## src/rtl/bpc_pkg.sv

```systemverilog
package bpc_pkg;

    typedef enum logic {
        FMT_NTSC = 1'b0,
        FMT_PAL  = 1'b1
    } vid_fmt_e;

    // Blanking target code for each standard
    function automatic logic [7:0] blank_code(vid_fmt_e fmt);
        return (fmt == FMT_PAL) ? 8'h40 : 8'h3C;
    endfunction

    // Offset added to the programmed tip value for each standard
    function automatic logic [7:0] tip_bias(vid_fmt_e fmt);
        return (fmt == FMT_PAL) ? 8'h04 : 8'h00;
    endfunction

endpackage

```

## src/rtl/porch_meter.sv

```systemverilog
module porch_meter #(
    parameter int DATA_W   = 8,
    parameter int AVG_LOG2 = 4
) (
    input  logic              clk,
    input  logic              rst_n,
    input  logic [DATA_W-1:0] sample,
    input  logic              gate,
    output logic [DATA_W-1:0] level,
    output logic              level_ok
);
    localparam int AVG_N = 1 << AVG_LOG2;
    localparam int SUM_W = DATA_W + AVG_LOG2;
    localparam int CNT_W = AVG_LOG2 + 1;

    typedef struct packed {
        logic [SUM_W-1:0]  sum;
        logic [CNT_W-1:0]  cnt;
        logic              gate_prev;
        logic [DATA_W-1:0] level;
        logic              ok;
    } meter_t;

    meter_t m_d, m_q;
    logic   closing;

    assign closing = m_q.gate_prev && !gate;

    always_comb begin
        m_d           = m_q;
        m_d.gate_prev = gate;
        if (gate) begin
            if (m_q.cnt < CNT_W'(AVG_N)) begin
                m_d.sum = m_q.sum + SUM_W'(sample);
                m_d.cnt = m_q.cnt + CNT_W'(1);
            end
        end else begin
            if (closing && (m_q.cnt == CNT_W'(AVG_N))) begin
                m_d.level = m_q.sum[SUM_W-1:AVG_LOG2];
                m_d.ok    = 1'b1;
            end
            m_d.sum = '0;
            m_d.cnt = '0;
        end
    end

    always_ff @(posedge clk or negedge rst_n) begin
        if (!rst_n) begin
            m_q <= '0;
        end else begin
            m_q <= m_d;
        end
    end

    assign level    = m_q.level;
    assign level_ok = m_q.ok;

    // the level moves only at the edge that closes a gate window
    p_level_hold_r5: assert property (@(posedge clk) disable iff (!rst_n)
        !closing |=> $stable(level));

    // no more than AVG_N samples enter one average
    p_cnt_cap_r6: assert property (@(posedge clk) disable iff (!rst_n)
        m_q.cnt <= CNT_W'(AVG_N));

    // a measurement becomes valid only after a gate has closed
    p_ok_source_r7: assert property (@(posedge clk) disable iff (!rst_n)
        $rose(level_ok) |-> $past(closing));

endmodule

```

## src/rtl/clamp_math.sv

```systemverilog
module clamp_math
    import bpc_pkg::*;
#(
    parameter int DATA_W = 8,
    parameter int TIP_W  = 4
) (
    input  logic [DATA_W-1:0] sample,
    input  logic [DATA_W-1:0] level,
    input  vid_fmt_e          fmt,
    input  logic [TIP_W-1:0]  tip,
    input  logic              enable,
    input  logic              level_ok,
    output logic [DATA_W-1:0] result
);
    localparam int EXT_W = DATA_W + 2;
    localparam logic signed [EXT_W-1:0] TOP_S = $signed({2'b00, {DATA_W{1'b1}}});

    logic signed [EXT_W-1:0] raw_s;
    logic [DATA_W-1:0]       sat_v;
    logic [DATA_W-1:0]       floor_v;

    always_comb begin
        raw_s = $signed({2'b00, sample})
              - $signed({2'b00, level})
              + $signed({2'b00, DATA_W'(blank_code(fmt))});
        floor_v = DATA_W'(tip) + DATA_W'(tip_bias(fmt));

        if (raw_s[EXT_W-1]) begin
            sat_v = '0;
        end else if (raw_s > TOP_S) begin
            sat_v = '1;
        end else begin
            sat_v = raw_s[DATA_W-1:0];
        end

        if (!enable || !level_ok) begin
            result = sample;
        end else if (sat_v < floor_v) begin
            result = floor_v;
        end else begin
            result = sat_v;
        end
    end

endmodule

```

## src/rtl/porch_clamp.sv

```systemverilog
module porch_clamp
    import bpc_pkg::*;
#(
    parameter int DATA_W   = 8,
    parameter int TIP_W    = 4,
    parameter int AVG_LOG2 = 4
) (
    input  logic              clk,
    input  logic              rst_n,
    input  logic [DATA_W-1:0] sample_in,
    input  logic              porch_gate,
    input  logic              fmt_pal,
    input  logic              clamp_on,
    input  logic [TIP_W-1:0]  tip_code,
    output logic [DATA_W-1:0] video_out,
    output logic [DATA_W-1:0] blank_level
);
    typedef struct packed {
        logic [DATA_W-1:0] video;
    } out_t;

    out_t              o_d, o_q;
    logic [DATA_W-1:0] lvl;
    logic              lvl_ok;
    logic [DATA_W-1:0] clamped;
    vid_fmt_e          fmt;

    assign fmt = vid_fmt_e'(fmt_pal);

    porch_meter #(
        .DATA_W  (DATA_W),
        .AVG_LOG2(AVG_LOG2)
    ) u_meter (
        .clk     (clk),
        .rst_n   (rst_n),
        .sample  (sample_in),
        .gate    (porch_gate),
        .level   (lvl),
        .level_ok(lvl_ok)
    );

    clamp_math #(
        .DATA_W(DATA_W),
        .TIP_W (TIP_W)
    ) u_math (
        .sample  (sample_in),
        .level   (lvl),
        .fmt     (fmt),
        .tip     (tip_code),
        .enable  (clamp_on),
        .level_ok(lvl_ok),
        .result  (clamped)
    );

    always_comb begin
        o_d       = o_q;
        o_d.video = clamped;
    end

    always_ff @(posedge clk or negedge rst_n) begin
        if (!rst_n) begin
            o_q <= '0;
        end else begin
            o_q <= o_d;
        end
    end

    assign video_out   = o_q.video;
    assign blank_level = lvl;

    // disabled clamp is a one-cycle delay line
    p_bypass_r2: assert property (@(posedge clk) disable iff (!rst_n)
        $past(rst_n) && !$past(clamp_on) |-> video_out == $past(sample_in));

    // nothing measured yet means no correction
    p_unmeasured_r7: assert property (@(posedge clk) disable iff (!rst_n)
        $past(rst_n) && !$past(lvl_ok) |-> video_out == $past(sample_in));

    // a sample equal to the measured level lands on the blanking code
    p_blank_hit_r1: assert property (@(posedge clk) disable iff (!rst_n)
        $past(rst_n) && $past(clamp_on && lvl_ok && (sample_in == blank_level))
        |-> video_out == DATA_W'(blank_code(vid_fmt_e'($past(fmt_pal)))));

    // active output never drops under the sync-tip floor
    p_floor_r4: assert property (@(posedge clk) disable iff (!rst_n)
        $past(rst_n) && $past(clamp_on && lvl_ok)
        |-> video_out >= (DATA_W'($past(tip_code))
                          + DATA_W'(tip_bias(vid_fmt_e'($past(fmt_pal))))));

endmodule

```

## config.mk

```make
export PLATFORM = sky130hd
export DESIGN_NAME = porch_clamp
export DESIGN_NICKNAME = d
export VERILOG_FILES = /design/src/rtl/bpc_pkg.sv /design/src/rtl/porch_meter.sv /design/src/rtl/clamp_math.sv /design/src/rtl/porch_clamp.sv
export SDC_FILE = /design/constraint.sdc
export NUM_CORES = 1
export LEC_CHECK = 0
export ABC_AREA = 1
export BUFFER_PORTS_ARGS = -buffer_cell sky130_fd_sc_hd__buf_4
export CORE_MARGIN = 2
export CORE_UTILIZATION = 63
export CTS_CLUSTER_DIAMETER = 100
export DETAILED_ROUTE_END_ITERATION = 6
export PLACE_DENSITY = 0.93
export SLEW_MARGIN = 5
export SYNTH_ARGS = -nofsm -noshare
export SYNTH_HDL_FRONTEND = slang
export SYNTH_SLANG_ARGS = --single-unit
```

## constraint.sdc

```tcl
create_clock -name clk -period 10.8 [get_ports clk]
set_input_delay 1.62 -clock clk [delete_from_list [all_inputs] [get_ports clk]]
set_output_delay 1.62 -clock clk [all_outputs]
set_load 0.03 [all_outputs]
```

Yosys cells after proc, flatten, opt, wreduce, memory -nomap -nowiden
Cells that the tools add are included.
{"block": "classes", "add_sub_neg": 5, "mul": 0, "n_div": 0, "n_lt_le_gt_ge": 3, "eq_ne": 2, "shift": 0, "muxes": 8, "bitwise": 1, "n_reduce_logical": 7}
{"operator": "$mux W17", "n": 2}
{"operator": "$mux W8", "n": 4}
{"operator": "$add A12 B8 Y12", "n": 1}
{"operator": "$add A10 B9 Y10", "n": 1}
{"operator": "$gt A10 B9 Y1 const B", "n": 1}
{"operator": "$sub A8 B8 Y9", "n": 1}
{"operator": "$add A4 B8 Y8", "n": 1}
{"operator": "$lt A8 B8 Y1", "n": 1}
{"operator": "$mux W7", "n": 1}
{"operator": "$add A5 B1 Y5 const B", "n": 1}
{"operator": "$eq A5 B5 Y1 const B", "n": 1}
{"operator": "$lt A5 B5 Y1 const B", "n": 1}
{"operator": "$logic_not A1 Y1", "n": 3}
{"operator": "$mux W3", "n": 1}
{"operator": "$logic_and A1 B1 Y1", "n": 2}
{"operator": "$ne A2 B1 Y1 const B", "n": 1}
{"operator": "$reduce_and A2 Y1", "n": 1}
{"operator": "$logic_or A1 B1 Y1", "n": 1}
{"operator": "$not A1 Y1", "n": 1}
{"block": "word_totals", "regBits": 35, "latchBits": 0, "ram_bits": 0, "mem_bits_ro": 0, "output_inout_bits": 16, "n_memories": 0}

Longest topological paths before layout
Gate-level depths: netlist of the first run.
{"block": "depth", "word_depth": 8, "depth_mapped": 25, "mapped_depth_nobuf": 25}

Hierarchy
A second synthesis of the first run with hierarchy kept.
{"block": "unflattened", "hier_cells": 369, "hier_area_um2": 2861.5}
{"mod": "porch_meter", "n_inst": 1, "cells_per_inst": 185, "area_per_inst_um2": 1592.8, "seq_area_each_um2": 675.6}
{"mod": "clamp_math", "n_inst": 1, "cells_per_inst": 176, "area_per_inst_um2": 1068.5, "seq_area_each_um2": 0.0}
{"mod": "porch_clamp", "n_inst": 1, "cells_per_inst": 8, "area_per_inst_um2": 200.2, "seq_area_each_um2": 200.2}

Least setup slack after synthesis of the first run
OpenSTA, ideal clock, no wires.
{"block": "synth_path", "path_type": "input to register", "start": "in sample_in[0]", "end": "reg o_q (netlist bit video_out[1])", "setup_time_ns": 0.065, "arrival_ns": 4.668, "t_required_ns": 10.735, "setup_slack_ns": 6.067, "path_stages": 21, "path_buffers": 0, "path_cell_list": "inv_1 > ha_1 > fa_1 > o21ai_2 > a31oi_1 > xor2_1 > inv_1 > ha_1 > a21oi_1 > nand3b_4 > nand2_4 > o21ai_0 > inv_1 > ha_1 > a21oi_1 > nand2_1 > nand2_1 > nand2_2 > nand2_1 > nand3_1 > nand2_1"}
{"block": "synth_between", "elab_chain_len": 8}
{"element": "start: declaration", "line_no": "porch_clamp.sv:10", "source": "input logic [DATA_W-1:0] sample_in,"}
{"element": "$sub A8 B8 Y9 (*)", "line_no": "clamp_math.sv:24", "source": "- $signed({2'b00, level})"}
{"element": "$add A10 B9 Y10 (*)", "line_no": "clamp_math.sv:25", "source": "+ $signed({2'b00, DATA_W'(blank_code(fmt))});"}
{"element": "$gt A10 B9 Y1", "line_no": "clamp_math.sv:30", "source": "end else if (raw_s > TOP_S) begin"}
{"element": "$mux W8", "line_no": "clamp_math.sv:30"}
{"element": "$mux W8 (*)", "line_no": "clamp_math.sv:28", "source": "if (raw_s[EXT_W-1]) begin"}
{"element": "$lt A8 B8 Y1", "line_no": "clamp_math.sv:38", "source": "end else if (sat_v < floor_v) begin"}
{"element": "$mux W8 (*)", "line_no": "clamp_math.sv:38"}
{"element": "$mux W8 (*)", "line_no": "clamp_math.sv:36", "source": "if (!enable || !level_ok) begin"}
{"element": "via clamped[1]", "line_no": "porch_clamp.sv:25", "source": "logic [DATA_W-1:0] clamped;"}
{"element": "end signal: assignment", "line_no": "porch_clamp.sv:62", "source": "o_q <= '0;"}
{"element": "end signal: assignment", "line_no": "porch_clamp.sv:64", "source": "o_q <= o_d;"}
{"element": "end: declaration", "line_no": "porch_clamp.sv:22", "source": "out_t o_d, o_q;"}
Mark *: on every way through the listed nets, which the timed path passes. The rest lies on a longest branch.
A chain may end at the register's enable or synchronous reset.

Worst setup path in the final report of the first run
Same ends and word-level chain as after synthesis.

==> results.sh, run 1 <==
export IMPL_finalClockSkew_ps=7.04
export IMPL_place_gp_congestion=0.895
export IMPL_crit_chain="buf_4 > inv_1 > ha_1 > fa_1 > o21ai_2 > a31oi_1 > xor2_1 > inv_1 > ha_1 > a21oi_1 > nand3b_4 > nand2_4 > o21ai_0 > inv_1 > ha_1 > a21oi_1 > nand2_1 > nand2_1 > nand2_2 > nand2_1 > nand3_1 > nand2_1"
export IMPL_r2r_slack_ps=6850
export IMPL_wl_per_cell_um=14.6
export IMPL_fp_row_count=23
export IMPL_setup_tns_ps=0
export IMPL_cts_hold_buf=0
export IMPL_postSynthNetCount=383
export IMPL_synth_area_per_cell_um2=7.88
export IMPL_pin_count=33
export IMPL_crit_top_cell="nand2_1"
export IMPL_synth_flop_cell="dfrtp_1"
export IMPL_diodes=0
export IMPL_synth_edf_count=0
export IMPL_cts_resized=0
export IMPL_maxCapViolations=0
export IMPL_ys_seq_elements=35
export IMPL_relSlewSlack_pct=56.8
export IMPL_ir_drop_v=0.000111
export IMPL_antenna_found_initial=0
export IMPL_vias_per_cell=5.76
export IMPL_drt_iter0_markers=186
export IMPL_layout_drive_gt1_share_pct=15.2
export IMPL_critical_path_max_fanout=6
export IMPL_syn_inst=333
export IMPL_grt_pass1_wl_um=9560
export IMPL_worst_setup_path_end_kind="register"
export IMPL_initial_core_util_pct=65.6
export IMPL_start_kind="primary input"
export IMPL_final_nets=411
export IMPL_outcome="complete, no violations"
export IMPL_die_h_um=68.5
export IMPL_wl_um=6010
export IMPL_cts_root_buf="clkbuf_8"
export IMPL_slowest_delay_ps=420
export IMPL_cts_tree="done"
export IMPL_portBuffers=32
export IMPL_core_area_um2=4000
export IMPL_critPathArrivalTime_ps=5210
export IMPL_power_density_nw_per_um2=167
export IMPL_ys_warn_count=0
export IMPL_hpwl_um=4590
export IMPL_dpl_cell_area_um2=2850
export IMPL_syn_to_final_growth_pct=11.9
export IMPL_leakage_nw=1.60
export IMPL_cp_num_buf_inv=4
export IMPL_critPathKind="primary input to register"
export IMPL_cp_top_family="adder cells"
export IMPL_post_cts_buffers=0
export IMPL_wl_met2_um=3150
export IMPL_fmax_mhz=201
export IMPL_seq_area_frac_synth_pct=33.4
export IMPL_met1_length_um=2400
export IMPL_ys_types=31
export IMPL_dr_max_layer_used="met4"
export IMPL_hp_class="register to register"
export IMPL_clock_latency_ps=290
export IMPL_groute_usage_overall_pct=27.9
export IMPL_yosys_top_cells_area="dfrtp_1, ha_1, nand2_1"
export IMPL_setup_viol=0
export IMPL_finalMaxSlewViolations=0
export IMPL_finalHoldViolCount=0
export IMPL_overflow=0
export IMPL_rsz0062_at_grt="false"
export IMPL_drtAntennaViolNets=0
export IMPL_hold_ws_ps=486
export IMPL_drcViolationCount=0
export IMPL_cts_buffers=5
export IMPL_synth_top_area_share_pct=33.4
export IMPL_critPathSlowestCell="fa_1"
export IMPL_yosys_area_top_type="dfrtp_1"
export IMPL_syn_area_um2=2620
export IMPL_vias=2374
export IMPL_clockBufferDepth=2
export IMPL_period_share_pct=46.1
export IMPL_cp_required_ps=11030
export IMPL_grt_pass1_vias=2213
export IMPL_first_pass_iters=5
export IMPL_synthArstFlopShare_pct=100
export IMPL_grt_start_max_net_pins=36
export IMPL_min_period_ps=4980
export IMPL_worst_pin_slew_ps=647
export IMPL_die_w_um=68.5
export IMPL_clkTransAtPathRegs_ps=70
export IMPL_post_route_cell_area_um2=2940
export IMPL_routed_wl_met3_um=362
export IMPL_h_tree_depth=2
export IMPL_die_area_um2=4690
export IMPL_clkSinkCount=35
==> synth_stat cells (all sizes together) (4+ instances only) <==
master,n
nand3,26
ha,30
o22ai,4
xor2,7
dfrtp,35
xnor2,6
inv,53
nand2,86
nor2,10
o21ai,25
buf,8
a21oi,23
==> metal layers <==
metal	vias to the layer above	GRT usage, %
li1	1135	-
met1	1126	33.0
met2	101	49.9
met3	12	4.87
met4	0	10.8
met5	-	0
==> logic make-up (layout without fill, tap and decap cells) <==
logic type,count (synthesis),in the layout,share of synthesized area [%]
AO/OA/AOI/OAI,57,57,12.3
XOR/XNOR,13,13,4.34
adder cells (fa/ha/maj),33,33,16.6
buffers and inverters,65,94,10.5
flip-flops,35,35,33.4
AND/OR/NAND/NOR,130,130,22.9
==> placed cells by master (no fill, tap or decap), drive strengths merged <==
cell,count
a21o,1
a21oi,23
a31oi,3
and3,1
buf,32
clkbuf,7
clkinv,2
dfrtp,35
fa,3
ha,30
inv,53
nand2,86
nand3,26
nand3b,1
nand4,2
nor2,10
nor3,3
nor3b,1
o21ai,25
o221ai,1
o22ai,4
xnor2,6
xor2,7
==> worst paths after layout <==
path	startpoint	end	cells past startpoint
setup / recovery	sample_in[0]	video_out[1]$_DFF_PN0_	22
hold / removal	u_meter.m_q[15]$_DFFE_PN0P_	u_meter.m_q[15]$_DFFE_PN0P_	2
setup reg to reg	u_meter.level[0]$_DFFE_PN0P_	video_out[1]$_DFF_PN0_	20
hold reg to reg	u_meter.m_q[15]$_DFFE_PN0P_	u_meter.m_q[15]$_DFFE_PN0P_	2
max in group asynchronous	rst_n	u_meter.m_q[18]$_DFFE_PN0P_	1
min in group asynchronous	rst_n	video_out[7]$_DFF_PN0_	1
==> metrics by stage <==
step | util [%] | cells | setup slack [ps] | power [mW]
2_1_floorplan | - | 333 | 6070 | 0.335
3_3_place_gp | 71.3 | 404 | 5680 | 0.380
3_5_place_dp | 71.3 | 404 | 5560 | 0.393
4_1_cts | 73.4 | 412 | 5850 | 0.487
5_1_grt | 73.4 | 412 | 5450 | 0.525
6_report | 73.4 | 412 | 5820 | 0.490
==> final cells by class <==
cell class              instances  area [um2]
well taps                      50        62.6
multi-input cells             233        1470
repair buffers                 32         240
flip-flops and latches         35         876
inverters                      54         204
clock inverters                 1        5.00
fillers                       285        1060
clock buffers                   7        76.3
==> power by group <==
part           switching (mW)  leakage, nW  total [mW]  internal, mW
clock network          0.0473       0.0422      0.0926        0.0452
registers              0.0137        0.450       0.169         0.155
logic                   0.142         1.11       0.229        0.0869
total                   0.203         1.60       0.490         0.287
==> tightest hold or removal path, delay by kind of cell (launching register included) <==
family	cells	cell delay (ps)
DFF	1	350
and+or+nand+nor	2	110
==> registers in the layout, summed over array words and instances (netlist names) <==
name / cells
u_meter.m_q: 18
u_meter.level: 8
u_meter.level_ok: 1
video_out: 8
Note: power is estimated with default switching activity, not from simulation.
==> run 2, diff against run 1 <==
--- a/config.mk
+++ b/config.mk
@@ -8,10 +8,10 @@
 export ABC_AREA = 1
 export BUFFER_PORTS_ARGS = -buffer_cell sky130_fd_sc_hd__buf_4
 export CORE_MARGIN = 2
-export CORE_UTILIZATION = 63
+export CORE_UTILIZATION = 53
 export CTS_CLUSTER_DIAMETER = 100
 export DETAILED_ROUTE_END_ITERATION = 6
-export PLACE_DENSITY = 0.93
+export PLACE_DENSITY = 0.84
 export SLEW_MARGIN = 5
 export SYNTH_ARGS = -nofsm -noshare
 export SYNTH_HDL_FRONTEND = slang
==> constraint.sdc (replaced) <==
create_clock -name clk -period 4.2 [get_ports clk]
set_input_delay 0.63 -clock clk [delete_from_list [all_inputs] [get_ports clk]]
set_output_delay 0.63 -clock clk [all_outputs]
set_load 0.03 [all_outputs]
==> run 2 against run 1 <==
  * Via count fell by 6.9%
  * Routed wire length fell by 5.0%
  * Power rose to 2.6 times the previous value
  * Global-route usage fell by 5.0 points
  * Sequential cell count did not move
  * Sequential share of layout area fell by 0.38 points
  * Clock-buffer cell count fell by 1
  * Clock power rose to 2.7 times the previous value
  * Worst setup slack got worse by 5500 ps
  * Sequential power rose to 2.6 times the previous value
  * Final cell count rose by 4.1%
  * Critical endpoint is now video_out[3]$_DFF_PN0_
==> results.sh, run 2 (same netlist as run 1, synthesis figures left out) <==
export IMPL_grt_pass1_vias=2112
export IMPL_drt_iter0_markers=113
export IMPL_worst_pin_slew_ps=550
export IMPL_critPathKind="primary input to register"
export IMPL_r2r_slack_ps=350
export IMPL_hp_class="primary input to asynchronous set/reset pin"
export IMPL_critical_path_max_fanout=6
export IMPL_post_cts_buffers=0
export IMPL_die_w_um=74.3
export IMPL_cp_num_cells=22
export IMPL_clkTransAtPathRegs_ps=70
export IMPL_syn_to_final_growth_pct=13.4
export IMPL_grt_pass1_wl_um=9540
export IMPL_final_nets=412
export IMPL_post_route_cell_area_um2=2970
export IMPL_core_area_um2=4750
export IMPL_layout_common_cells="nand2_1, inv_1, dfrtp_1, buf_4, ha_1"
export IMPL_final_common_cell="nand2_1"
export IMPL_setup_viol=0
export IMPL_top_register="u_meter.m_q"
export IMPL_wl_met2_um=2720
export IMPL_outcome="complete, no violations"
export IMPL_ir_drop_v=0.000287
export IMPL_finalClockSkew_ps=4.11
export IMPL_rsz0062_at_grt="false"
export IMPL_drcViolationCount=0
export IMPL_groute_usage_overall_pct=22.9
export IMPL_fp_row_count=25
export IMPL_vias=2210
export IMPL_dr_max_layer_used="met4"
export IMPL_dp_cells=422
export IMPL_critPathCapture="video_out[3]$_DFF_PN0_"
export IMPL_clockBufferDepth=2
export IMPL_r2r_worst_path_cells=20
export IMPL_diodes=0
export IMPL_critPathLaunch="sample_in[0]"
export IMPL_final_cells=429
export IMPL_total_power_mw=1.26
export IMPL_h_tree_depth=2
export IMPL_cts_tree="done"
export IMPL_clock_latency_ps=290
export IMPL_n_fill_cell=424
export IMPL_cts_hold_buf=0
export IMPL_portBuffers=32
export IMPL_grt_start_max_net_pins=36
export IMPL_start_kind="primary input"
export IMPL_met1_length_um=2640
export IMPL_crit_chain="buf_4 > inv_1 > ha_1 > fa_1 > xnor2_1 > ha_1 > inv_1 > fa_1 > o21ai_1 > a21oi_1 > nand4_2 > nand2_4 > o21ai_1 > inv_1 > ha_1 > a21oi_1 > nand2_1 > nand2_2 > nand2_2 > nand2_1 > nand3_1 > nand2_1"
export IMPL_vias_per_cell=5.15
export IMPL_place_gp_congestion=0.959
export IMPL_wl_um=5710
export IMPL_leakage_nw=1.61
export IMPL_wl_per_cell_um=13.3
export IMPL_cts_root_buf="clkbuf_8"
export IMPL_finalHoldViolCount=0
export IMPL_layout_drive_gt1_share_pct=16.0
export IMPL_cp_num_buf_inv=4
export IMPL_reg2reg_to="video_out[3]$_DFF_PN0_"
export IMPL_largest_reg_flops=18
export IMPL_min_period_ps=3880
export IMPL_routed_wl_met3_um=226
export IMPL_overflow=0
export IMPL_critPathSlowestCell="fa_1"
export IMPL_finalMaxSlewViolations=0
export IMPL_r2r_start="u_meter.level[0]$_DFFE_PN0P_"
export IMPL_cp_required_ps=4430
export IMPL_power_density_nw_per_um2=425
export IMPL_clkSinkCount=35
export IMPL_hpwl_um=4580
export IMPL_maxCapViolations=0
export IMPL_die_area_um2=5530
export IMPL_drtAntennaViolNets=0
export IMPL_dpl_cell_area_um2=2880
export IMPL_slowest_delay_ps=420
export IMPL_die_h_um=74.3
export IMPL_initial_core_util_pct=55.2
export IMPL_antenna_found_initial=0
export IMPL_critPathArrivalTime_ps=4110
export IMPL_cts_buffers=5
export IMPL_worst_setup_path_end_kind="register"
export IMPL_period_share_pct=92.5
export IMPL_pin_count=33
export IMPL_first_pass_iters=4
export IMPL_cp_top_family="adder cells"
export IMPL_relSlewSlack_pct=63.2
export IMPL_fmax_mhz=258
-- run 2: changes by cell type in the layout (fill, tap and decap cells not counted) --
cell / delta
o21ai_0: -2
buf_4: +1
clkbuf_8: +1
nand2_1: -1
clkbuf_1: -2
nand2_2: +1
o21ai_1: +2
-- run 2: stage by stage --
stage	TNS, ps	setup WS [ps]	hold WS (ps)	utilization [%]
floorplan	0	457	334	-
global placement	0	42.2	450	60.6
detailed placement	-254	-66.0	451	60.6
CTS	0	228	295	62.5
global route	0	46.3	307	62.5
finish	0	317	272	62.5
-- run 2: power by group --
group	internal, mW	leakage (nW)	switching, mW
logic	0.226	1.12	0.355
registers	0.399	0.450	0.0345
clock network	0.129	0.0470	0.122
total	0.753	1.61	0.511
-- run 2: cell type report --
cell class	instances	area [um2]	area share, %
Inverter	54	204	6.86
Clock buffer	6	82.6	2.78
Timing Repair Buffer	33	248	8.33
Clock inverter	1	5.00	0.168
Multi-Input combinational cell	233	1470	49.6
Tap cell	67	83.8	2.82
Sequential cell	35	876	29.5
-- run 2: how the worst min path moves through the flow --
stage / start / end / slack (ps)
after global routing: rst_n / video_out[3]$_DFF_PN0_ / 310
after CTS: rst_n / video_out[3]$_DFF_PN0_ / 290
final: rst_n / video_out[3]$_DFF_PN0_ / 270
after global placement: u_meter.m_q[26]$_DFFE_PN0P_ / u_meter.m_q[26]$_DFFE_PN0P_ / 450
after detailed placement: u_meter.level_ok$_DFFE_PN0P_ / u_meter.level_ok$_DFFE_PN0P_ / 450
after floorplan: rst_n / u_meter.level[0]$_DFFE_PN0P_ / 330
-- run 2: routing by layer --
layer / GRT usage (%) / vias to the layer above
met5: 0 / -
met4: 9.33 / 0
met3: 4.74 / 11
met2: 37.1 / 52
met1: 30.1 / 1019
li1: - / 1128
-- run 2: what timing repair did --
item                       CTS  global route
hold endpoints to repair     0             0
setup endpoints to repair    0             5
gates resized for setup      0             3
==> run 3, diff against run 2 <==
==> constraint.sdc (replaced) <==
create_clock -name clk -period 3.3 [get_ports clk]
set_input_delay 0.495 -clock clk [delete_from_list [all_inputs] [get_ports clk]]
set_output_delay 0.495 -clock clk [all_outputs]
set_load 0.03 [all_outputs]
==> run 3 against run 2 <==
  * The run now ends with negative setup slack left
  * Global-route usage rose by 2.8 points
  * Clock power rose by 26%
  * Die area did not move
  * Clock-buffer cell count did not move
  * Final cell count rose by 11%
  * Register-to-register slack got worse by 640 ps
  * Sequential power rose by 28%
  * Critical path depth rose by 1
  * Critical endpoint is now video_out[4]$_DFF_PN0_
  * Largest cell class unchanged
==> results.sh, run 3 (same netlist as run 1, synthesis figures left out) <==
export IMPL_critPathSlowestCell="dfrtp_1"
export IMPL_critical_path_max_fanout=6
export IMPL_place_gp_congestion=0.955
export IMPL_layout_drive_gt1_share_pct=35.3
export IMPL_clockBufferDepth=2
export IMPL_dp_slack_ps=-495
export IMPL_setup_viol=5
export IMPL_cts_root_buf="clkbuf_8"
export IMPL_h_tree_depth=2
export IMPL_power_density_nw_per_um2=517
export IMPL_critPathKind="register to register"
export IMPL_groute_usage_overall_pct=25.7
export IMPL_worst_pin_slew_ps=627
export IMPL_outcome="finished, violations left"
export IMPL_pin_count=33
export IMPL_largest_reg_flops=18
export IMPL_ir_drop_v=0.000389
export IMPL_relSlewSlack_pct=58.1
export IMPL_clkTransAtPathRegs_ps=70
export IMPL_initial_core_util_pct=55.2
export IMPL_finalClockSkew_ps=7.03
export IMPL_slowest_delay_ps=400
export IMPL_n_fill_cell=324
export IMPL_hp_class="primary input to asynchronous set/reset pin"
export IMPL_cts_buffers=5
export IMPL_fmax_mhz=278
export IMPL_antenna_found_initial=0
export IMPL_die_area_um2=5530
export IMPL_crit_chain="inv_1 > ha_4 > a21oi_1 > nand2_1 > a31oi_2 > xnor2_1 > ha_1 > a21oi_2 > o21ai_4 > a21oi_4 > nand3b_4 > nand2_8 > o21ai_4 > inv_2 > ha_1 > nand2_1 > inv_1 > nand2_1 > nand2_2 > nand2_4 > nand3_1 > nand3_1 > nand2_1"
export IMPL_cts_tree="done"
export IMPL_period_share_pct=109
export IMPL_maxCapViolations=0
export IMPL_rsz0062_at_grt="true"
export IMPL_drtAntennaViolNets=0
export IMPL_cp_required_ps=3480
export IMPL_r2r_worst_path_cells=23
export IMPL_vias=2525
export IMPL_dp_cells=462
export IMPL_final_nets=461
export IMPL_fp_row_count=25
export IMPL_overflow=0
export IMPL_diodes=0
export IMPL_start_kind="register"
export IMPL_final_cells=478
export IMPL_drcViolationCount=0
export IMPL_die_w_um=74.3
export IMPL_finalHoldViolCount=0
export IMPL_setup_slack_ps=-293
export IMPL_layout_common_cells="buf_4, nand2_1, inv_1, dfrtp_1, ha_1"
export IMPL_crit_top_cell="nand2_1"
export IMPL_regArea_um2=876
export IMPL_core_area_um2=4750
export IMPL_clkSinkCount=35
export IMPL_vias_per_cell=5.28
export IMPL_portBuffers=32
export IMPL_die_h_um=74.3
export IMPL_grt_pass1_vias=2436
export IMPL_grt_pass1_wl_um=10700
export IMPL_hpwl_um=4920
export IMPL_clock_latency_ps=290
export IMPL_grt_start_max_net_pins=36
export IMPL_syn_to_final_growth_pct=38.6
export IMPL_wl_um=7030
export IMPL_multi_input_area_um2=1760
export IMPL_total_power_mw=1.88
export IMPL_top_register="u_meter.m_q"
export IMPL_first_pass_iters=4
export IMPL_wl_per_cell_um=14.7
export IMPL_critPathArrivalTime_ps=3770
export IMPL_leakage_nw=1.88
export IMPL_worst_setup_path_end_kind="register"
export IMPL_final_common_cell="buf_4"
export IMPL_min_period_ps=3590
export IMPL_violations="negative setup slack"
export IMPL_finalMaxSlewViolations=0
export IMPL_drt_iter0_markers=174
[run 3: changes by cell type in the layout (fill, tap and decap cells not counted), sizes merged]
cell,delta
buf,+49
[run 3: area by class of cell]
type,count,area share [%]
clock inverters,1,0.138
inverters,54,5.95
flip-flops and latches,35,24.1
well taps,67,2.31
clock buffers,6,2.27
repair buffers,82,16.9
multi-input cells,233,48.3
[run 3: power by group]
group / internal, mW / switching (mW)
clock network: 0.164 / 0.153
logic: 0.444 / 0.566
registers: 0.507 / 0.0455
total: 1.12 / 0.765
[run 3: per-layer routing]
layer | GRT usage [%] | vias up | routed length (um)
met5 | 0 | - | 0
met3 | 3.66 | 21 | 372
li1 | - | 1226 | -
met4 | 11.9 | 0 | 228
met1 | 32.2 | 1185 | 2940
met2 | 44.0 | 93 | 3490
[run 3: critical path: cells and delay by family (launching register included)]
kind | cells | cell delay [ps]
buffers and inverters | 3 | 180
AND/OR/NAND/NOR | 10 | 960
flip-flops | 1 | 400
AO/OA/AOI/OAI | 6 | 950
adder cells (fa/ha/maj) | 3 | 820
XOR/XNOR | 1 | 160
[run 3: path summary, 6_finish.rpt]
check | startpoint | end | slack [ps]
max | u_meter.level[2]$_DFFE_PN0P_ | video_out[4]$_DFF_PN0_ | -290
min | rst_n | video_out[3]$_DFF_PN0_ | 140
max reg2reg | u_meter.level[2]$_DFFE_PN0P_ | video_out[4]$_DFF_PN0_ | -290
min reg2reg | u_meter.level_ok$_DFFE_PN0P_ | u_meter.level_ok$_DFFE_PN0P_ | 480
max in group asynchronous | rst_n | u_meter.m_q[14]$_DFFE_PN0P_ | 2830
min in group clk | porch_gate | u_meter.m_q[9]$_DFF_PN0_ | 430
[run 3: through the flow]
step	hold WS, ps	area [um2]	setup TNS [ps]	utilization, %
global route	179	3640	-2150	76.5
global placement	450	3290	-1570	69.2
detailed placement	461	3290	-2320	69.2
floorplan	199	2730	-118	-
CTS	156	3510	-437	73.7
finish	142	3640	-1330	76.5
[run 3: repair_timing]
action | in CTS | in global routing
resized for setup | 15 | 20
hold buffers | 0 | 0
endpoints found under the setup margin | 5 | 5
pin swaps | 12 | 23
setup buffers | 6 | 3
